## src/rtl/rvc_expander_pkg.sv

```systemverilog
package rvc_expander_pkg;

  localparam int ILEN = 32;
  localparam int CLEN = 16;
  localparam int RW   = 5;

  typedef logic [ILEN-1:0] word_t;
  typedef logic [CLEN-1:0] half_t;
  typedef logic [RW-1:0]   reg_t;

  typedef struct packed {
    word_t word;
    logic  bad;
  } xlat_t;

  localparam logic [6:0] OPC_IMM    = 7'b0010011;
  localparam logic [6:0] OPC_IMM32  = 7'b0011011;
  localparam logic [6:0] OPC_LOAD   = 7'b0000011;
  localparam logic [6:0] OPC_STORE  = 7'b0100011;
  localparam logic [6:0] OPC_REG    = 7'b0110011;
  localparam logic [6:0] OPC_REG32  = 7'b0111011;
  localparam logic [6:0] OPC_LUI    = 7'b0110111;
  localparam logic [6:0] OPC_JAL    = 7'b1101111;
  localparam logic [6:0] OPC_JALR   = 7'b1100111;
  localparam logic [6:0] OPC_BRANCH = 7'b1100011;
  localparam word_t      WORD_EBRK  = 32'h0010_0073;
  localparam reg_t       REG_ZERO   = 5'd0;
  localparam reg_t       REG_RA     = 5'd1;
  localparam reg_t       REG_SP     = 5'd2;

  // three-bit register field -> x8..x15
  function automatic reg_t creg(input logic [2:0] r);
    return {2'b01, r};
  endfunction

  // ---------------- encoders ----------------
  function automatic word_t enc_i(input logic [11:0] imm, input reg_t rs1,
                                  input logic [2:0] f3, input reg_t rd,
                                  input logic [6:0] op);
    return {imm, rs1, f3, rd, op};
  endfunction

  function automatic word_t enc_s(input logic [11:0] imm, input reg_t rs2,
                                  input reg_t rs1, input logic [2:0] f3);
    return {imm[11:5], rs2, rs1, f3, imm[4:0], OPC_STORE};
  endfunction

  function automatic word_t enc_r(input logic [6:0] f7, input reg_t rs2,
                                  input reg_t rs1, input logic [2:0] f3,
                                  input reg_t rd, input logic [6:0] op);
    return {f7, rs2, rs1, f3, rd, op};
  endfunction

  function automatic word_t enc_u(input logic [19:0] up, input reg_t rd);
    return {up, rd, OPC_LUI};
  endfunction

  // o holds offset bits [20:1]
  function automatic word_t enc_j(input logic [19:0] o, input reg_t rd);
    return {o[19], o[9:0], o[10], o[18:11], rd, OPC_JAL};
  endfunction

  // o holds offset bits [12:1]
  function automatic word_t enc_b(input logic [11:0] o, input reg_t rs1,
                                  input logic [2:0] f3);
    return {o[11], o[9:4], REG_ZERO, rs1, f3, o[3:0], o[10], OPC_BRANCH};
  endfunction

  // ---------------- immediate gathering ----------------
  function automatic logic [11:0] imm_spadd4(input half_t h);
    return {2'b00, h[10:7], h[12:11], h[5], h[6], 2'b00};
  endfunction

  function automatic logic [11:0] imm_word_mem(input half_t h);
    return {5'b0, h[5], h[12:10], h[6], 2'b00};
  endfunction

  function automatic logic [11:0] imm_dword_mem(input half_t h);
    return {4'b0, h[6:5], h[12:10], 3'b000};
  endfunction

  function automatic logic [11:0] imm_s6(input half_t h);
    return {{6{h[12]}}, h[12], h[6:2]};
  endfunction

  function automatic logic [19:0] imm_upper(input half_t h);
    return {{14{h[12]}}, h[12], h[6:2]};
  endfunction

  function automatic logic [11:0] imm_spadj16(input half_t h);
    return {{2{h[12]}}, h[12], h[4:3], h[5], h[2], h[6], 4'b0000};
  endfunction

  function automatic logic [5:0] shamt6(input half_t h);
    return {h[12], h[6:2]};
  endfunction

  function automatic logic [19:0] off_jump(input half_t h);
    return {{9{h[12]}}, h[12], h[8], h[10:9], h[6], h[7], h[2], h[11], h[5:3]};
  endfunction

  function automatic logic [11:0] off_branch(input half_t h);
    return {{4{h[12]}}, h[12], h[6:5], h[2], h[11:10], h[4:3]};
  endfunction

  function automatic logic [11:0] imm_sp_wload(input half_t h);
    return {4'b0, h[3:2], h[12], h[6:4], 2'b00};
  endfunction

  function automatic logic [11:0] imm_sp_dload(input half_t h);
    return {3'b0, h[4:2], h[12], h[6:5], 3'b000};
  endfunction

  function automatic logic [11:0] imm_sp_wstore(input half_t h);
    return {4'b0, h[8:7], h[12:9], 2'b00};
  endfunction

  function automatic logic [11:0] imm_sp_dstore(input half_t h);
    return {3'b0, h[9:7], h[12:10], 3'b000};
  endfunction

endpackage

```

## src/rtl/rvc_quad0.sv

```systemverilog
module rvc_quad0
  import rvc_expander_pkg::*;
(
  input  half_t half,
  output xlat_t res
);
  reg_t rd_c;
  reg_t rs_c;

  assign rd_c = creg(half[4:2]);
  assign rs_c = creg(half[9:7]);

  always_comb begin
    res.word = '0;
    res.bad  = 1'b1;
    unique case (half[15:13])
      3'b000: begin
        res.word = enc_i(imm_spadd4(half), REG_SP, 3'b000, rd_c, OPC_IMM);
        res.bad  = (imm_spadd4(half) == 12'd0);
      end
      3'b010: begin
        res.word = enc_i(imm_word_mem(half), rs_c, 3'b010, rd_c, OPC_LOAD);
        res.bad  = 1'b0;
      end
      3'b011: begin
        res.word = enc_i(imm_dword_mem(half), rs_c, 3'b011, rd_c, OPC_LOAD);
        res.bad  = 1'b0;
      end
      3'b110: begin
        res.word = enc_s(imm_word_mem(half), rd_c, rs_c, 3'b010);
        res.bad  = 1'b0;
      end
      3'b111: begin
        res.word = enc_s(imm_dword_mem(half), rd_c, rs_c, 3'b011);
        res.bad  = 1'b0;
      end
      default: begin
        res.word = '0;
        res.bad  = 1'b1;
      end
    endcase
  end
endmodule

```

## src/rtl/rvc_quad1.sv

```systemverilog
module rvc_quad1
  import rvc_expander_pkg::*;
(
  input  half_t half,
  output xlat_t res
);
  reg_t        rd_f;
  reg_t        rdp;
  reg_t        rs2p;
  logic [11:0] simm;
  logic [5:0]  sh;
  logic        imm_zero;
  logic [2:0]  alu_f3;

  assign rd_f     = half[11:7];
  assign rdp      = creg(half[9:7]);
  assign rs2p     = creg(half[4:2]);
  assign simm     = imm_s6(half);
  assign sh       = shamt6(half);
  assign imm_zero = (sh == 6'd0);

  always_comb begin
    unique case (half[6:5])
      2'b00:   alu_f3 = 3'b000;
      2'b01:   alu_f3 = 3'b100;
      2'b10:   alu_f3 = 3'b110;
      default: alu_f3 = 3'b111;
    endcase
  end

  always_comb begin
    res.word = '0;
    res.bad  = 1'b1;
    unique case (half[15:13])
      3'b000: begin
        res.word = enc_i(simm, rd_f, 3'b000, rd_f, OPC_IMM);
        res.bad  = ((rd_f == REG_ZERO) != imm_zero);
      end
      3'b001: begin
        res.word = enc_i(simm, rd_f, 3'b000, rd_f, OPC_IMM32);
        res.bad  = (rd_f == REG_ZERO);
      end
      3'b010: begin
        res.word = enc_i(simm, REG_ZERO, 3'b000, rd_f, OPC_IMM);
        res.bad  = (rd_f == REG_ZERO);
      end
      3'b011: begin
        if (rd_f == REG_SP) begin
          res.word = enc_i(imm_spadj16(half), REG_SP, 3'b000, REG_SP, OPC_IMM);
          res.bad  = (imm_spadj16(half) == 12'd0);
        end else begin
          res.word = enc_u(imm_upper(half), rd_f);
          res.bad  = (rd_f == REG_ZERO) || imm_zero;
        end
      end
      3'b100: begin
        unique case (half[11:10])
          2'b00: begin
            res.word = enc_i({6'b000000, sh}, rdp, 3'b101, rdp, OPC_IMM);
            res.bad  = imm_zero;
          end
          2'b01: begin
            res.word = enc_i({6'b010000, sh}, rdp, 3'b101, rdp, OPC_IMM);
            res.bad  = imm_zero;
          end
          2'b10: begin
            res.word = enc_i(simm, rdp, 3'b111, rdp, OPC_IMM);
            res.bad  = 1'b0;
          end
          default: begin
            if (!half[12]) begin
              res.word = enc_r((half[6:5] == 2'b00) ? 7'b0100000 : 7'b0000000,
                               rs2p, rdp, alu_f3, rdp, OPC_REG);
              res.bad  = 1'b0;
            end else if (!half[6]) begin
              res.word = enc_r(half[5] ? 7'b0000000 : 7'b0100000,
                               rs2p, rdp, 3'b000, rdp, OPC_REG32);
              res.bad  = 1'b0;
            end else begin
              res.word = '0;
              res.bad  = 1'b1;
            end
          end
        endcase
      end
      3'b101: begin
        res.word = enc_j(off_jump(half), REG_ZERO);
        res.bad  = 1'b0;
      end
      3'b110: begin
        res.word = enc_b(off_branch(half), rdp, 3'b000);
        res.bad  = 1'b0;
      end
      default: begin
        res.word = enc_b(off_branch(half), rdp, 3'b001);
        res.bad  = 1'b0;
      end
    endcase
  end
endmodule

```

## src/rtl/rvc_quad2.sv

```systemverilog
module rvc_quad2
  import rvc_expander_pkg::*;
(
  input  half_t half,
  output xlat_t res
);
  reg_t       rd_f;
  reg_t       rs2_f;
  logic [5:0] sh;

  assign rd_f  = half[11:7];
  assign rs2_f = half[6:2];
  assign sh    = shamt6(half);

  always_comb begin
    res.word = '0;
    res.bad  = 1'b1;
    unique case (half[15:13])
      3'b000: begin
        res.word = enc_i({6'b000000, sh}, rd_f, 3'b001, rd_f, OPC_IMM);
        res.bad  = (rd_f == REG_ZERO) || (sh == 6'd0);
      end
      3'b010: begin
        res.word = enc_i(imm_sp_wload(half), REG_SP, 3'b010, rd_f, OPC_LOAD);
        res.bad  = (rd_f == REG_ZERO);
      end
      3'b011: begin
        res.word = enc_i(imm_sp_dload(half), REG_SP, 3'b011, rd_f, OPC_LOAD);
        res.bad  = (rd_f == REG_ZERO);
      end
      3'b100: begin
        if (!half[12]) begin
          if (rs2_f == REG_ZERO) begin
            res.word = enc_i(12'd0, rd_f, 3'b000, REG_ZERO, OPC_JALR);
            res.bad  = (rd_f == REG_ZERO);
          end else begin
            res.word = enc_r(7'd0, rs2_f, REG_ZERO, 3'b000, rd_f, OPC_REG);
            res.bad  = (rd_f == REG_ZERO);
          end
        end else begin
          if ((rs2_f == REG_ZERO) && (rd_f == REG_ZERO)) begin
            res.word = WORD_EBRK;
            res.bad  = 1'b0;
          end else if (rs2_f == REG_ZERO) begin
            res.word = enc_i(12'd0, rd_f, 3'b000, REG_RA, OPC_JALR);
            res.bad  = 1'b0;
          end else begin
            res.word = enc_r(7'd0, rs2_f, rd_f, 3'b000, rd_f, OPC_REG);
            res.bad  = 1'b0;
          end
        end
      end
      3'b110: begin
        res.word = enc_s(imm_sp_wstore(half), rs2_f, REG_SP, 3'b010);
        res.bad  = 1'b0;
      end
      3'b111: begin
        res.word = enc_s(imm_sp_dstore(half), rs2_f, REG_SP, 3'b011);
        res.bad  = 1'b0;
      end
      default: begin
        res.word = '0;
        res.bad  = 1'b1;
      end
    endcase
  end
endmodule

```

## src/rtl/rvc_expander.sv

```systemverilog
module rvc_expander
  import rvc_expander_pkg::*;
(
  input  logic [31:0] instr_i,
  output logic [31:0] instr_o,
  output logic        is_compressed_o,
  output logic        illegal_o
);
  half_t half;
  xlat_t res_q0;
  xlat_t res_q1;
  xlat_t res_q2;
  xlat_t sel;
  logic  wide_word;
  logic  zero_half;

  assign half      = instr_i[CLEN-1:0];
  assign wide_word = (instr_i[1:0] == 2'b11);
  assign zero_half = (half == '0);

  rvc_quad0 u_q0 (.half(half), .res(res_q0));
  rvc_quad1 u_q1 (.half(half), .res(res_q1));
  rvc_quad2 u_q2 (.half(half), .res(res_q2));

  always_comb begin
    unique case (instr_i[1:0])
      2'b00:   sel = res_q0;
      2'b01:   sel = res_q1;
      2'b10:   sel = res_q2;
      default: sel = '{word: instr_i, bad: 1'b0};
    endcase
  end

  assign is_compressed_o = !wide_word;
  assign illegal_o       = !wide_word && sel.bad;
  assign instr_o         = wide_word ? instr_i : (sel.bad ? '0 : sel.word);
endmodule

```

## config.mk

```make
export PLATFORM = sky130hd
export DESIGN_NAME = rvc_expander
export DESIGN_NICKNAME = d
export VERILOG_FILES = /design/src/rtl/rvc_expander_pkg.sv /design/src/rtl/rvc_quad0.sv /design/src/rtl/rvc_quad1.sv /design/src/rtl/rvc_quad2.sv /design/src/rtl/rvc_expander.sv
export SDC_FILE = /design/constraint.sdc
export NUM_CORES = 1
export LEC_CHECK = 0
export ABC_AREA = 1
export CAP_MARGIN = 15
export CORE_MARGIN = 3
export CORE_UTILIZATION = 50
export DETAILED_ROUTE_END_ITERATION = 8
export GPL_ROUTABILITY_DRIVEN = 0
export PLACE_DENSITY = 0.91
export SYNTH_ARGS = -nofsm -noshare
export SYNTH_HDL_FRONTEND = slang
export SYNTH_HIERARCHICAL = 1
export SYNTH_SLANG_ARGS = --single-unit
```

## constraint.sdc

```tcl
create_clock -name vclk -period 3.7
set_input_delay 0.925 -clock vclk [all_inputs]
set_output_delay 0.925 -clock vclk [all_outputs]
set_load 0.01 [all_outputs]
```

==> results of run 1 <==
[logic make-up after synthesis]
kind of cell | after synthesis
adder cells (fa/ha/maj) | 1
AND/OR/NAND/NOR | 435
buffers and inverters | 137
AO/OA/AOI/OAI | 48
other | 2
[metrics by stage]
stage,util,cell area (µm²)
3_5_place_dp,0.741,4130
4_1_cts,0.787,4380
2_1_floorplan,-,2940
3_3_place_gp,0.741,4130
[timing repair]
action	in CTS
pin swaps	18
endpoints found under the setup margin	33
setup buffers	21
resized for setup	208
cloned	4
[layer usage]
metal  GRT overflow  GRT usage
met1              0      0.717
met2             18      0.889
met3              1      0.574
met4             23      0.759
met5              0      0.233
==> results_dict.tcl, run 1 <==
set metrics [dict create \
    status "stopped before the end" \
    stop_stage "global routing (5_1_grt)" \
    error "[ERROR GRT-0232] Routing congestion too high. Check the congestion heatmap in the GUI." \
    die_x_um 82.2 \
    rows 27 \
    synthesis.area_um2 2910 \
    initial_core_util 0.521 \
    yosysTopAreaCell "nand3_1" \
    synth_warnings 6 \
    synthSimpleGateAreaFrac 0.668 \
    synth_top_area_frac 0.222 \
    ys_top_cells_by_count "153 x nor2_1, 129 x nand3_1, 122 x nand2_1" \
    synth_cells 623 \
    synth.distinct_cells 34 \
    grt_remaining_overflow 42 \
    dp_cells 817 \
    grt_max_degree 32 \
    yosysSeqAreaShare 0 \
    grt-worst-endpoint "instr_o[8]" \
    avgSynthCellArea_um2 4.67 \
    post-place-ws_ns -0.776 \
    synthTopCellsByArea "nand3_1 22%, nor2_1 20%, nand2_1 16%" \
    synth.area.mux_share 0 \
    worst-ep-kind "output port" \
    synthXorXnorAreaFrac 0 \
    io_pins 66 \
    synthAdderAreaFrac 0.00430 \
    grt.total_usage 0.728 \
    hold_buffers 0 \
    die_h_um 82.2 \
    dp_hpwl_um 9680 \
    synth.most_common_cell "nor2_1" \
    synth_compound_area_frac 0.103 \
    io_buffers 66 \
    synth_top_family_by_area "simple AND/OR/NAND/NOR gates" \
]
==> run 2, diff against run 1 <==
CORE_UTILIZATION = 35   (was 50)
PLACE_DENSITY = not set   (was 0.91)
PLACE_DENSITY_LB_ADDON = 0.15   (was not set)
==> run 2 against run 1 <==
Effect of this change:
- the run now ends clean
- synthesized cell count stayed put
- synthesized area is the same
==> results_dict.tcl, run 2 <==
set metrics [dict create \
    core_um2 7890 \
    synth_warnings 6 \
    drv_slew 0 \
    crit_end "instr_o[26]" \
    fin_nets 803 \
    max_cap_viol_count 0 \
    die-area_um2 9430 \
    route.met3.wl_um 1390 \
    yosysTopAreaCell "nand3_1" \
    rows 32 \
    clockBufferCount 0 \
    critPathLaunch "instr_i[10]" \
    critPathLaunchType "input port" \
    synthesis.area_um2 2910 \
    post-route-period-util 0.997 \
    crit_required_ns 2.77 \
    drtAntennaViolNets 0 \
    setup_viol 0 \
    drc 0 \
    grt_setup_unrepaired "true" \
    grt_pass1_vias 4149 \
    leakage_nw 2.56 \
    avgSynthCellArea_um2 4.67 \
    finalHoldViolCount 0 \
    hold_slack_ns 2.58 \
    seq_area_um2 0 \
    final_cell_mix "124 x nand3_1, 117 x nand2_1, 117 x nor2_1" \
    path_max_fanout 8 \
    layout-drive-gt1-share 0.324 \
    wl_per_cell_um 15.4 \
    mostFrequentLayoutCell "nand3_1" \
    io_buffers 66 \
    grt.total_usage 0.264 \
    final_util 0.610 \
    die_x_um 97.1 \
    status "completed" \
    routed_via_density 5.26 \
    vias 4574 \
    synth_top_area_frac 0.222 \
    seq_cell_count 0 \
    stdcell_area_um2 4810 \
    dr.pass1.iters 6 \
    post-place-ws_ns -0.762 \
    wirelength_um 13400 \
    synth.most_common_cell "nor2_1" \
    grt_pass1_wl_um 20800 \
    io_pins 66 \
    worst_hold_path_type "input port to output port" \
    fin_ws_ns 0.0114 \
    antenna_found_initial 0 \
    min_period_ns 3.69 \
    post_dp_cell_area_um2 4270 \
    crit_type "input port to output port" \
    synthToLayoutAreaGrowth_pct 65.4 \
    synth_cells 623 \
    die_h_um 97.1 \
    ir_worst_vdd_mv 0.0824 \
    drt_iter0_markers 579 \
    arrival_ns 2.76 \
    fillers 743 \
    initial_core_util 0.368 \
    ys_top_cells_by_count "153 x nor2_1, 129 x nand3_1, 122 x nand2_1" \
    p_per_area_nw_per_um2 131 \
    m1WireLength_um 5400 \
    antennaDiodeCount 0 \
    grt_max_degree 23 \
    cp-end-kind "output port" \
    synthTopCellsByArea "nand3_1 22%, nor2_1 20%, nand2_1 16%" \
    synth.distinct_cells 34 \
    wl_met2_um 6090 \
    yosysSeqAreaShare 0 \
    grt_remaining_overflow 0 \
    fmax_mhz 271 \
    dp_hpwl_um 9870 \
    top_layer_used "met4" \
]
## run 2: cell type report
type                       count  area [µm²]  area share
timing repair buffer         180        1740       0.361
inverter                      92         352      0.0731
tap                          102         128      0.0265
multi-input combinational    496        2590       0.539
## run 2: cell families after synthesis
| kind of cell | after synthesis | synth area share |
|---|---|---|
| fa+ha+maj | 1 | 0.00430 |
| compound gates | 48 | 0.103 |
| simple gates | 435 | 0.668 |
| buf+inv | 137 | 0.222 |
| other cells | 2 | 0.00258 |
## run 2: timing repair
item / CTS / global route
hold buffers: 0 / 0
buffers inserted: 12 / 2
cloned: 3 / 1
pin swaps: 21 / 18
gates resized for setup: 196 / 91
endpoints found under the setup margin: 33 / 33
## run 2: report_power, final
group | total (mW) | internal [mW] | switching (mW)
Sequential | 0 | 0 | 0
Combinational | 0.631 | 0.289 | 0.342
Clock | 0 | 0 | 0
Total | 0.631 | 0.289 | 0.342
## run 2: metrics by stage
step / std cells / power, mW / TNS, ns
floorplan: 633 / 0.269 / 0
global placement: 852 / 0.527 / -22.79
detailed placement: 852 / 0.531 / -23.59
CTS: 867 / 0.547 / -0.0757
global route: 870 / 0.677 / -0.449
finish: 870 / 0.631 / 0
## run 2: per-layer routing
layer  vias up  track usage
met2       273        0.428
met1      2036        0.360
met5         -            0
met4         0       0.0864
li1       2224            -
met3        41       0.0330
## run 2: critical path, stage by stage
cell	delay [ns]
buf_2	0.11
buf_4	0.18
nor2_1	0.22
nand3_2	0.18
buf_4	0.18
nand2_2	0.10
nand2_1	0.06
nor2_1	0.13
nand2_1	0.08
nand3_1	0.11
nand3_1	0.12
nor2_1	0.20
nor2_4	0.05
buf_6	0.12
## run 2: worst min-delay path by stage
stage	start	endpoint	cells after the start	slack [ns]
2_1_floorplan	instr_i[10]	instr_o[10]	4	2.06
3_3_place_gp	instr_i[31]	instr_o[31]	6	2.92
3_5_place_dp	instr_i[26]	instr_o[26]	6	2.93
4_1_cts	instr_i[9]	instr_o[9]	7	2.51
5_1_grt	instr_i[11]	instr_o[11]	7	2.59
6_report	instr_i[11]	instr_o[11]	7	2.58
Power figures use the tool's default switching activity.
